===== src/rtl/nic_pkg.sv =====
package nic_pkg;
   // Register port address map
   typedef enum logic [1:0] {
      REG_PEND = 2'd0,   // read: pending requests
      REG_MASK = 2'd1,   // read/write: mask
      REG_SVC  = 2'd2,   // read: in-service, write: end-of-interrupt
      REG_BASE = 2'd3    // read/write: vector base
   } reg_sel_e;

   // Acknowledge sequencer phase
   typedef enum logic {
      ACK_IDLE = 1'b0,
      ACK_MID  = 1'b1
   } ack_phase_e;
endpackage


===== src/rtl/nic_req_latch.sv =====
module nic_req_latch #(
   parameter int NUM_SRC = 8
) (
   input  logic               clk,
   input  logic               rst_n,
   input  logic [NUM_SRC-1:0] irq_i,
   input  logic [NUM_SRC-1:0] clr_i,
   output logic [NUM_SRC-1:0] irr_o
);
   logic [NUM_SRC-1:0] lvl_q;
   logic [NUM_SRC-1:0] rise;

   assign rise = irq_i & ~lvl_q;

   always_ff @(posedge clk or negedge rst_n) begin
      if (!rst_n) begin
         lvl_q <= '0;
         irr_o <= '0;
      end else begin
         lvl_q <= irq_i;
         irr_o <= ((irr_o & ~clr_i) | rise) & irq_i;
      end
   end

   AST_PEND_NEEDS_LEVEL: assert property (@(posedge clk) disable iff (!rst_n)
      (irr_o & ~$past(irq_i)) == '0);
endmodule


===== src/rtl/nic_prio_pick.sv =====
module nic_prio_pick #(
   parameter int NUM_SRC = 8,
   parameter int IDX_W   = 3
) (
   input  logic [NUM_SRC-1:0] req_i,
   output logic               found_o,
   output logic [IDX_W-1:0]   idx_o,
   output logic [NUM_SRC-1:0] onehot_o
);
   genvar g;
   generate
      for (g = 0; g < NUM_SRC; g++) begin : g_pick
         if (g == 0) begin : g_top
            assign onehot_o[g] = req_i[g];
         end else begin : g_rest
            assign onehot_o[g] = req_i[g] & ~|req_i[g-1:0];
         end
      end
   endgenerate

   assign found_o = |req_i;

   always_comb begin
      idx_o = '0;
      for (int i = 0; i < NUM_SRC; i++) begin
         if (onehot_o[i]) idx_o = idx_o | IDX_W'(i);
      end
   end
endmodule


===== src/rtl/nic_service.sv =====
module nic_service #(
   parameter int NUM_SRC = 8,
   parameter int IDX_W   = 3
) (
   input  logic               clk,
   input  logic               rst_n,
   input  logic [NUM_SRC-1:0] set_i,
   input  logic               eoi_ns_i,
   input  logic               eoi_sp_i,
   input  logic [IDX_W-1:0]   eoi_lvl_i,
   output logic [NUM_SRC-1:0] isr_o,
   output logic [NUM_SRC-1:0] allow_o
);
   logic [NUM_SRC-1:0] isr_top;
   logic [NUM_SRC-1:0] eoi_clr;

   genvar g;
   generate
      for (g = 0; g < NUM_SRC; g++) begin : g_lvl
         if (g == 0) begin : g_top
            assign isr_top[g] = isr_o[g];
            assign allow_o[g] = ~isr_o[g];
         end else begin : g_rest
            assign isr_top[g] = isr_o[g] & ~|isr_o[g-1:0];
            assign allow_o[g] = ~|isr_o[g:0];
         end
      end
   endgenerate

   always_comb begin
      if (eoi_sp_i)      eoi_clr = NUM_SRC'(1) << eoi_lvl_i;
      else if (eoi_ns_i) eoi_clr = isr_top;
      else               eoi_clr = '0;
   end

   always_ff @(posedge clk or negedge rst_n) begin
      if (!rst_n) isr_o <= '0;
      else        isr_o <= (isr_o & ~eoi_clr) | set_i;
   end

   AST_NS_EOI_DROPS_ONE: assert property (@(posedge clk) disable iff (!rst_n)
      (eoi_ns_i && !eoi_sp_i && set_i == '0 && isr_o != '0)
      |=> $countones(isr_o) == $countones($past(isr_o)) - 1);
   AST_SP_EOI_CLEARS: assert property (@(posedge clk) disable iff (!rst_n)
      (eoi_sp_i && set_i == '0) |=> !isr_o[$past(eoi_lvl_i)]);
endmodule


===== src/rtl/nic_ctrl.sv =====
module nic_ctrl
   import nic_pkg::*;
#(
   parameter int NUM_SRC = 8,
   parameter int VEC_W   = 8
) (
   input  logic               clk,
   input  logic               rst_n,
   input  logic [NUM_SRC-1:0] irq_i,
   output logic               intr_o,
   input  logic               ack_i,
   output logic [VEC_W-1:0]   vec_o,
   output logic               vec_vld_o,
   input  logic               reg_wr_i,
   input  logic [1:0]         reg_addr_i,
   input  logic [VEC_W-1:0]   reg_wdata_i,
   output logic [VEC_W-1:0]   reg_rdata_o
);
   localparam int IDX_W  = $clog2(NUM_SRC);
   localparam int BASE_W = VEC_W - IDX_W;

   generate
      if (NUM_SRC < 2 || NUM_SRC != (1 << IDX_W)) begin : g_bad_src
         $error("NUM_SRC must be a power of two of at least 2");
      end
      if (NUM_SRC > VEC_W) begin : g_bad_vec
         $error("VEC_W must hold one bit per source");
      end
   endgenerate

   reg_sel_e           sel;
   logic               wr_mask, wr_base, wr_svc;
   logic               eoi_ns, eoi_sp;
   logic [NUM_SRC-1:0] irr, isr, allow, imr_q, cand, win1h, grant, at_or_below;
   logic [BASE_W-1:0]  base_q;
   logic               found;
   logic [IDX_W-1:0]   win_idx;
   ack_phase_e         phase_q;
   logic               ack_first, ack_second;
   logic [VEC_W-1:0]   pend_vec_q;

   assign sel     = reg_sel_e'(reg_addr_i);
   assign wr_mask = reg_wr_i && sel == REG_MASK;
   assign wr_base = reg_wr_i && sel == REG_BASE;
   assign wr_svc  = reg_wr_i && sel == REG_SVC;
   assign eoi_sp  = wr_svc &  reg_wdata_i[VEC_W-1];
   assign eoi_ns  = wr_svc & ~reg_wdata_i[VEC_W-1];

   assign ack_first  = ack_i && phase_q == ACK_IDLE;
   assign ack_second = ack_i && phase_q == ACK_MID;
   assign grant      = (ack_first && found) ? win1h : '0;

   nic_req_latch #(.NUM_SRC(NUM_SRC)) u_req (
      .clk(clk), .rst_n(rst_n), .irq_i(irq_i), .clr_i(grant), .irr_o(irr)
   );

   nic_service #(.NUM_SRC(NUM_SRC), .IDX_W(IDX_W)) u_svc (
      .clk(clk), .rst_n(rst_n), .set_i(grant), .eoi_ns_i(eoi_ns),
      .eoi_sp_i(eoi_sp), .eoi_lvl_i(reg_wdata_i[IDX_W-1:0]),
      .isr_o(isr), .allow_o(allow)
   );

   assign cand = irr & ~imr_q & allow;

   nic_prio_pick #(.NUM_SRC(NUM_SRC), .IDX_W(IDX_W)) u_pick (
      .req_i(cand), .found_o(found), .idx_o(win_idx), .onehot_o(win1h)
   );

   assign intr_o = found && phase_q == ACK_IDLE;

   always_ff @(posedge clk or negedge rst_n) begin
      if (!rst_n) begin
         imr_q  <= '0;
         base_q <= '0;
      end else begin
         if (wr_mask) imr_q  <= reg_wdata_i[NUM_SRC-1:0];
         if (wr_base) base_q <= reg_wdata_i[VEC_W-1:IDX_W];
      end
   end

   always_ff @(posedge clk or negedge rst_n) begin
      if (!rst_n) begin
         phase_q    <= ACK_IDLE;
         pend_vec_q <= '0;
         vec_o      <= '0;
         vec_vld_o  <= 1'b0;
      end else begin
         vec_vld_o <= 1'b0;
         if (ack_first) begin
            phase_q    <= ACK_MID;
            pend_vec_q <= found ? {base_q, win_idx} : {base_q, {IDX_W{1'b1}}};
         end else if (ack_second) begin
            phase_q   <= ACK_IDLE;
            vec_o     <= pend_vec_q;
            vec_vld_o <= 1'b1;
         end
      end
   end

   always_comb begin
      unique case (sel)
         REG_PEND: reg_rdata_o = VEC_W'(irr);
         REG_MASK: reg_rdata_o = VEC_W'(imr_q);
         REG_SVC:  reg_rdata_o = VEC_W'(isr);
         default:  reg_rdata_o = {base_q, {IDX_W{1'b0}}};
      endcase
   end

   assign at_or_below = win1h | (win1h - NUM_SRC'(1));

   AST_MASK_GATE: assert property (@(posedge clk) disable iff (!rst_n)
      ((irr & ~imr_q) == '0) |-> !intr_o);
   AST_ACK_MOVES_WINNER: assert property (@(posedge clk) disable iff (!rst_n)
      (ack_first && found) |=> ((isr & $past(win1h)) != '0) && ((irr & $past(win1h)) == '0));
   AST_VEC_AFTER_SECOND: assert property (@(posedge clk) disable iff (!rst_n)
      vec_vld_o |-> $past(ack_second));
   AST_NEST_ABOVE_SVC: assert property (@(posedge clk) disable iff (!rst_n)
      intr_o |-> (isr & at_or_below) == '0);
   AST_SPUR_KEEPS_SVC: assert property (@(posedge clk) disable iff (!rst_n)
      (ack_first && !found && !wr_svc) |=> isr == $past(isr));
endmodule


===== config.mk =====
export PLATFORM = sky130hd
export DESIGN_NAME = nic_ctrl
export DESIGN_NICKNAME = d
export VERILOG_FILES = /design/src/rtl/nic_pkg.sv /design/src/rtl/nic_req_latch.sv /design/src/rtl/nic_prio_pick.sv /design/src/rtl/nic_service.sv /design/src/rtl/nic_ctrl.sv
export SDC_FILE = /design/constraint.sdc
export NUM_CORES = 1
export LEC_CHECK = 0
export ABC_CLOCK_PERIOD_IN_PS = 3300
export CORE_ASPECT_RATIO = 1.2
export CORE_UTILIZATION = 59
export CTS_BUF_LIST = sky130_fd_sc_hd__clkbuf_2
export CTS_CLUSTER_SIZE = 16
export DETAILED_ROUTE_END_ITERATION = 10
export GPL_TIMING_DRIVEN = 0
export PLACE_DENSITY = 0.87
export SLEW_MARGIN = 20
export SYNTH_ARGS = -nofsm -noshare
export SYNTH_HDL_FRONTEND = slang
export SYNTH_SLANG_ARGS = --single-unit

===== constraint.sdc =====
create_clock -name clk -period 3.3 [get_ports clk]
set_input_delay 0.66 -clock clk [delete_from_list [all_inputs] [get_ports clk]]
set_output_delay 0.66 -clock clk [all_outputs]
set_load 0.02 [all_outputs]

==> results of run 1 <==
==> Yosys cell counts, types with 2 or more instances <==
master,instances,area [µm²]
sky130_fd_sc_hd__a21boi_0,3,22.5
sky130_fd_sc_hd__a21o_1,2,15.0
sky130_fd_sc_hd__a31oi_1,4,25.0
sky130_fd_sc_hd__clkbuf_1,3,11.3
sky130_fd_sc_hd__dfrtp_1,55,1380
sky130_fd_sc_hd__inv_1,9,33.8
sky130_fd_sc_hd__mux2_2,25,282
sky130_fd_sc_hd__mux2i_1,3,30.0
sky130_fd_sc_hd__mux4_2,5,113
sky130_fd_sc_hd__nand2_1,24,90.1
sky130_fd_sc_hd__nand2b_1,3,18.8
sky130_fd_sc_hd__nand3_1,4,20.0
sky130_fd_sc_hd__nand3b_1,3,22.5
sky130_fd_sc_hd__nor2_1,3,11.3
sky130_fd_sc_hd__nor2b_1,3,18.8
sky130_fd_sc_hd__nor3_1,5,25.0
sky130_fd_sc_hd__nor4_1,2,12.5
sky130_fd_sc_hd__o21ai_0,10,50.1
sky130_fd_sc_hd__o221ai_1,4,35.0
sky130_fd_sc_hd__o311ai_0,4,35.0
sky130_fd_sc_hd__o31ai_1,2,15.0
sky130_fd_sc_hd__or3b_2,3,26.3
sky130_fd_sc_hd__or4_4,2,22.5
==> stage by stage <==
step | cells | instance area (µm²) | setup slack [ps] | hold slack, ps
6_report | 305 | 3030 | 98.6 | 205
2_1_floorplan | 203 | 2500 | 836 | 364
4_1_cts | 305 | 3030 | 25.3 | 225
5_1_grt | 305 | 3030 | 4.33 | 223
3_5_place_dp | 296 | 2960 | -80.4 | 407
3_3_place_gp | 296 | 2960 | -78.0 | 397
==> registers in the layout, indices dropped and copies added (netlist names) <==
register,count
base_q,5
imr_q,8
pend_vec_q,8
phase_q,1
u_req.irr_o,8
u_req.lvl_q,8
u_svc.isr_o,8
vec_o,8
vec_vld_o,1
==> per-layer routing <==
metal,wire length (µm),global-route usage
met3,248,0.0634
met2,2680,0.447
met1,2240,0.359
met5,0,0
met4,80,0.0963
==> report_power, final <==
group | internal (mW) | switching [mW]
Sequential | 0.863 | 0.148
Clock | 0.124 | 0.204
Combinational | 0.424 | 0.400
Total | 1.41 | 0.752
==> what timing repair did <==
item                                   CTS  global route
setup endpoints to repair                2             3
endpoints found under the hold margin    0             0
hold buffers                             0             0
setup buffers                            1             0
pin swaps                                1             0
cloned                                   0             0
gates resized for setup                  2             4
==> cell families (layout without fill, tap and decap cells) <==
| kind of cell | Yosys count | after routing | share of synthesized area |
|---|---|---|---|
| AO/OA/AOI/OAI | 37 | 37 | 0.104 |
| AND/OR/NAND/NOR | 63 | 63 | 0.148 |
| buffers and inverters | 14 | 62 | 0.0245 |
| flip-flops | 55 | 55 | 0.551 |
| XOR/XNOR | 1 | 1 | 0.00350 |
| multiplexers | 33 | 33 | 0.170 |
==> worst reg2reg max path, cell delays in order, from the launching register on <==
cell and delay, ps:
sky130_fd_sc_hd__dfrtp_2 500, sky130_fd_sc_hd__or4_4 570, sky130_fd_sc_hd__or2_1 240, sky130_fd_sc_hd__buf_6 140
sky130_fd_sc_hd__nor2_4 130, sky130_fd_sc_hd__o21ai_0 130, sky130_fd_sc_hd__a221o_1 330
==> cell type report <==
class / instances / area, µm²
sequential: 55 / 1380
multi-input combinational: 134 / 1060
fill: 294 / 973
timing repair buffer: 40 / 394
tap: 54 / 67.6
clock inverter: 3 / 38.8
inverter: 9 / 33.8
buffer: 5 / 31.3
clock buffer: 5 / 25.0
==> path summary, 6_finish.rpt <==
check                                     from             end  depth (start not counted)
worst max-delay path             reg_addr_i[0]  reg_rdata_o[3]                          4
max in group asynchronous                rst_n  u_svc.isr_o[2]                          1
worst min register to register  u_req.lvl_q[5]  u_req.irr_o[5]                          1
min in group clk                u_req.lvl_q[5]  u_req.irr_o[5]                          1
worst max register to register  u_svc.isr_o[2]   pend_vec_q[0]                          6
worst min-delay path                     rst_n       base_q[4]                          1
==> results.py, run 1 <==
metrics = {
    "global_routing": {
        "grt-ovfl-total": 0,
        "first_global_vias": 1868,
        "antenna_found_initial": 0,
        "grt_pass1_wl_um": 8870,
        "groute.usage.overall": 0.275,
        "grt_start_max_net_pins": 56,
    },
    "floorplan": {
        "core_um2": 4000,
        "number_of_primary_i_o_pins": 40,
        "die_y_um": 73.3,
        "dieArea_um2": 4500,
        "core_rows": 25,
        "die_w_um": 61.4,
        "start_util": 0.624,
    },
    "setup_path": {
        "r2r_slack_ps": 1190,
        "kind_of_cell_with_the_highest_combined_delay_on_the_critical_path": "buffers and inverters",
        "timing.critical_path.from_type": "primary input",
        "timing.critical_path.slowest_stage_cell": "sky130_fd_sc_hd__clkdlybuf4s50_1",
        "worstPathArrival_ps": 2540,
        "chain_of_cells_forming_the_critical_path": "clkdlybuf4s50_1 -> clkbuf_4 -> mux4_2 -> clkdlybuf4s50_1",
        "timing.critical_path.slowest_cell_delay_ps": 550,
        "critical_path_most_common_cell": "sky130_fd_sc_hd__clkdlybuf4s50_1",
        "cp_data_required_time_ps": 2640,
        "number_of_buffers_and_inverters_on_the_critical_path": 3,
        "path_class": "primary input to output port",
        "endpoint_kind": "output port",
        "worstPathMaxFanout": 10,
    },
    "routing": {
        "first_iter_violations": 55,
        "routedWlPerCell_um": 17.2,
        "drcViolationCount": 0,
        "vias": 1829,
        "drt-total-wl_um": 5250,
        "drt_pre_antenna_iters": 4,
        "final_antenna_net_count": 0,
        "viasPerCell": 6.00,
    },
    "clock_network": {
        "cts_made_buffers": 5,
        "cts_buffer_depth": 2,
        "htree_num_levels": 2,
        "clk_root_buffer_cell": "sky130_fd_sc_hd__clkbuf_2",
        "clk-insertion-delay-late_ps": 450,
        "clkSinkCount": 55,
        "clk_pin_slew_worst_paths_ps": 250,
        "tritoncts_clock_tree": "yes",
    },
    "synthesis": {
        "synth.ff_latch_count": 55,
        "net_count_of_the_mapped_netlist": 225,
        "syn-cell-area_um2": 2500,
        "yosys_most_used_dff": "sky130_fd_sc_hd__dfrtp_1",
        "synth_cells": 203,
        "synth-edff-count": 0,
        "seq_area_frac_synth": 0.551,
        "async_flop_share": 1.00,
        "syn_avg_cell_area_um2": 12.3,
        "yosys.cell_types.count": 45,
        "yosys_warnings": 0,
    },
    "final_layout": {
        "syn_to_final_growth_pct": 21.2,
        "utilization": 0.757,
        "share_of_layout_cells_above_drive_strength_1": 0.211,
        "final_net_count": 272,
        "antenna-diode-count": 0,
        "final_common_cell": "sky130_fd_sc_hd__dfrtp_1",
        "most-common-layout-cells": "sky130_fd_sc_hd__dfrtp_1, sky130_fd_sc_hd__clkdlybuf4s50_1, sky130_fd_sc_hd__mux2_2",
    },
    "timing": {
        "relSlewSlack": 0.552,
        "achievable-frequency_ghz": 0.312,
        "rsz0062_at_grt": "no",
        "final_min_period_over_clock_period": 0.970,
        "report.final.setup_viol": 0,
        "worst-slew-pin-transition_ps": 672,
        "maxSlewViolCount": 0,
        "final_period_demand_of_the_worst_path_ps": 3200,
        "finalHoldViolations": 0,
        "setup_tns_ps": 0,
        "clk_skew_ps": 10.2,
    },
    "pwr": {
        "power.ir.vdd_worst_mv": 0.350,
        "static-leakage-power_nw": 1.31,
        "post_layout_total_power_mw": 2.16,
        "power.density_cell_area_nw_per_um2": 714,
    },
    "placed_design": {
        "place.gp.congestion": 0.922,
        "detailedPlacementHpwl_um": 3800,
        "placement.io_buffers": 39,
    },
    "status": {
        "outcome": "finished, final reports clean",
    },
    "job": {
        "cap_violations": 0,
    },
    "min_path": {
        "worst_hold_path_type": "primary input to async pin",
    },
}
No activity file was read; power rests on OpenSTA's default activity.
==> run 2, diff against run 1 <==
- CORE_ASPECT_RATIO: 1.2 -> 0.6
==> results.py, run 2 (synthesized netlist as in run 1, its figures left out) <==
metrics = {
    "status": {
        "outcome": "finished, final reports clean",
    },
    "pwr": {
        "power.ir.vdd_worst_mv": 0.377,
        "power.density_cell_area_nw_per_um2": 699,
        "static-leakage-power_nw": 1.30,
    },
    "timing": {
        "setup_tns_ps": 0,
        "final_min_period_over_clock_period": 0.978,
        "finalHoldViolations": 0,
        "final_period_demand_of_the_worst_path_ps": 3230,
        "clk_skew_ps": 19.0,
        "achievable-frequency_ghz": 0.310,
        "worst-slew-pin-transition_ps": 677,
        "relSlewSlack": 0.548,
        "report.final.setup_viol": 0,
        "fin_hold_ws_ps": 180,
        "maxSlewViolCount": 0,
    },
    "setup_path": {
        "path_class": "primary input to output port",
        "timing.critical_path.from_type": "primary input",
        "worstPathMaxFanout": 10,
        "worstPathArrival_ps": 2570,
        "endpoint_kind": "output port",
        "cp_data_required_time_ps": 2640,
    },
    "clock_network": {
        "tritoncts_clock_tree": "yes",
        "clk_pin_slew_worst_paths_ps": 270,
        "clk-insertion-delay-late_ps": 470,
        "cts_buffer_depth": 2,
        "clk_root_buffer_cell": "sky130_fd_sc_hd__clkbuf_2",
        "cts.hold.buffers_added": 0,
        "htree_num_levels": 2,
        "cts_made_buffers": 5,
        "clkSinkCount": 55,
    },
    "global_routing": {
        "grt-ovfl-total": 0,
        "antenna_found_initial": 0,
        "groute.usage.overall": 0.281,
        "grt_start_max_net_pins": 56,
        "grt_pass1_wl_um": 9180,
        "first_global_vias": 1837,
    },
    "floorplan": {
        "start_util": 0.649,
        "die_y_um": 52.4,
        "die_w_um": 86.0,
        "number_of_primary_i_o_pins": 40,
        "dieArea_um2": 4510,
        "core_um2": 3850,
        "core_rows": 17,
    },
    "placed_design": {
        "placement.io_buffers": 39,
        "placement.cell_area_um2": 2960,
        "place.gp.congestion": 0.936,
        "place.detailed.instances": 299,
        "detailedPlacementHpwl_um": 3980,
    },
    "final_layout": {
        "final_net_count": 272,
        "most-common-layout-cells": "sky130_fd_sc_hd__dfrtp_1, sky130_fd_sc_hd__clkdlybuf4s50_1, sky130_fd_sc_hd__mux2_2",
        "layout.cells.non_filler": 308,
        "syn_to_final_growth_pct": 20.6,
        "antenna-diode-count": 0,
        "share_of_layout_cells_above_drive_strength_1": 0.215,
        "design_area_um2": 3010,
        "final_common_cell": "sky130_fd_sc_hd__dfrtp_1",
    },
    "job": {
        "cap_violations": 0,
    },
    "routing": {
        "drt_pre_antenna_iters": 4,
        "drcViolationCount": 0,
        "drt-total-wl_um": 5380,
        "final_antenna_net_count": 0,
        "routedWlPerCell_um": 17.5,
        "vias": 1873,
        "viasPerCell": 6.08,
        "first_iter_violations": 117,
    },
    "min_path": {
        "worst_hold_path_type": "primary input to async pin",
    },
}
-- run 2: cell type report --
class,instances,area [µm²]
Clock inverter,3,18.8
Sequential cell,55,1380
Clock buffer,5,25.0
Fill cell,259,836
Inverter,9,33.8
Buffer,5,31.3
Multi-Input combinational cell,134,1060
Timing Repair Buffer,40,394
Tap cell,57,71.3
-- run 2: through the flow --
stage / setup WS (ps) / total power, mW / util
2_1_floorplan: 836 / 1.51 / -
3_3_place_gp: -106 / 1.82 / 0.769
3_5_place_dp: -124 / 1.85 / 0.769
4_1_cts: 14.9 / 2.11 / 0.782
5_1_grt: -0.323 / 2.24 / 0.783
6_report: 71.4 / 2.11 / 0.783
-- run 2: routing by layer --
metal	share of wire	vias to the layer above	GRT usage
li1	-	851	-
met1	0.47	927	0.418
met2	0.43	85	0.422
met3	0.081	10	0.0551
met4	0.014	0	0.0889
met5	0	-	0
-- run 2: worst max-delay path, cell delays in order --
cell                              delay (ps)
sky130_fd_sc_hd__clkdlybuf4s50_1         510
sky130_fd_sc_hd__clkbuf_2                280
sky130_fd_sc_hd__mux4_2                  560
sky130_fd_sc_hd__clkdlybuf4s50_1         560
-- run 2: final timing paths --
path,startpoint,end,slack [ps],cells after the start
worst min-delay path,rst_n,vec_o[6],180,1
min in group clk,u_req.lvl_q[5],u_req.irr_o[5],440,1
worst min register to register,u_req.lvl_q[5],u_req.irr_o[5],440,1
max in group asynchronous,rst_n,u_svc.isr_o[2],2660,1
worst max register to register,u_svc.isr_o[2],pend_vec_q[0],1170,6
worst max-delay path,reg_addr_i[1],reg_rdata_o[5],70,4
-- run 2: where the power goes --
part / switching (mW) / leakage [nW] / internal, mW
Combinational: 0.399 / 0.599 / 0.424
Clock: 0.212 / 0.0331 / 0.0529
Sequential: 0.155 / 0.666 / 0.863
-- run 2: what timing repair did --
item	in CTS	in global routing
resized for setup	2	2
cloned	0	0
buffers inserted	1	0
endpoints found under the setup margin	2	5
pin swaps	1	0
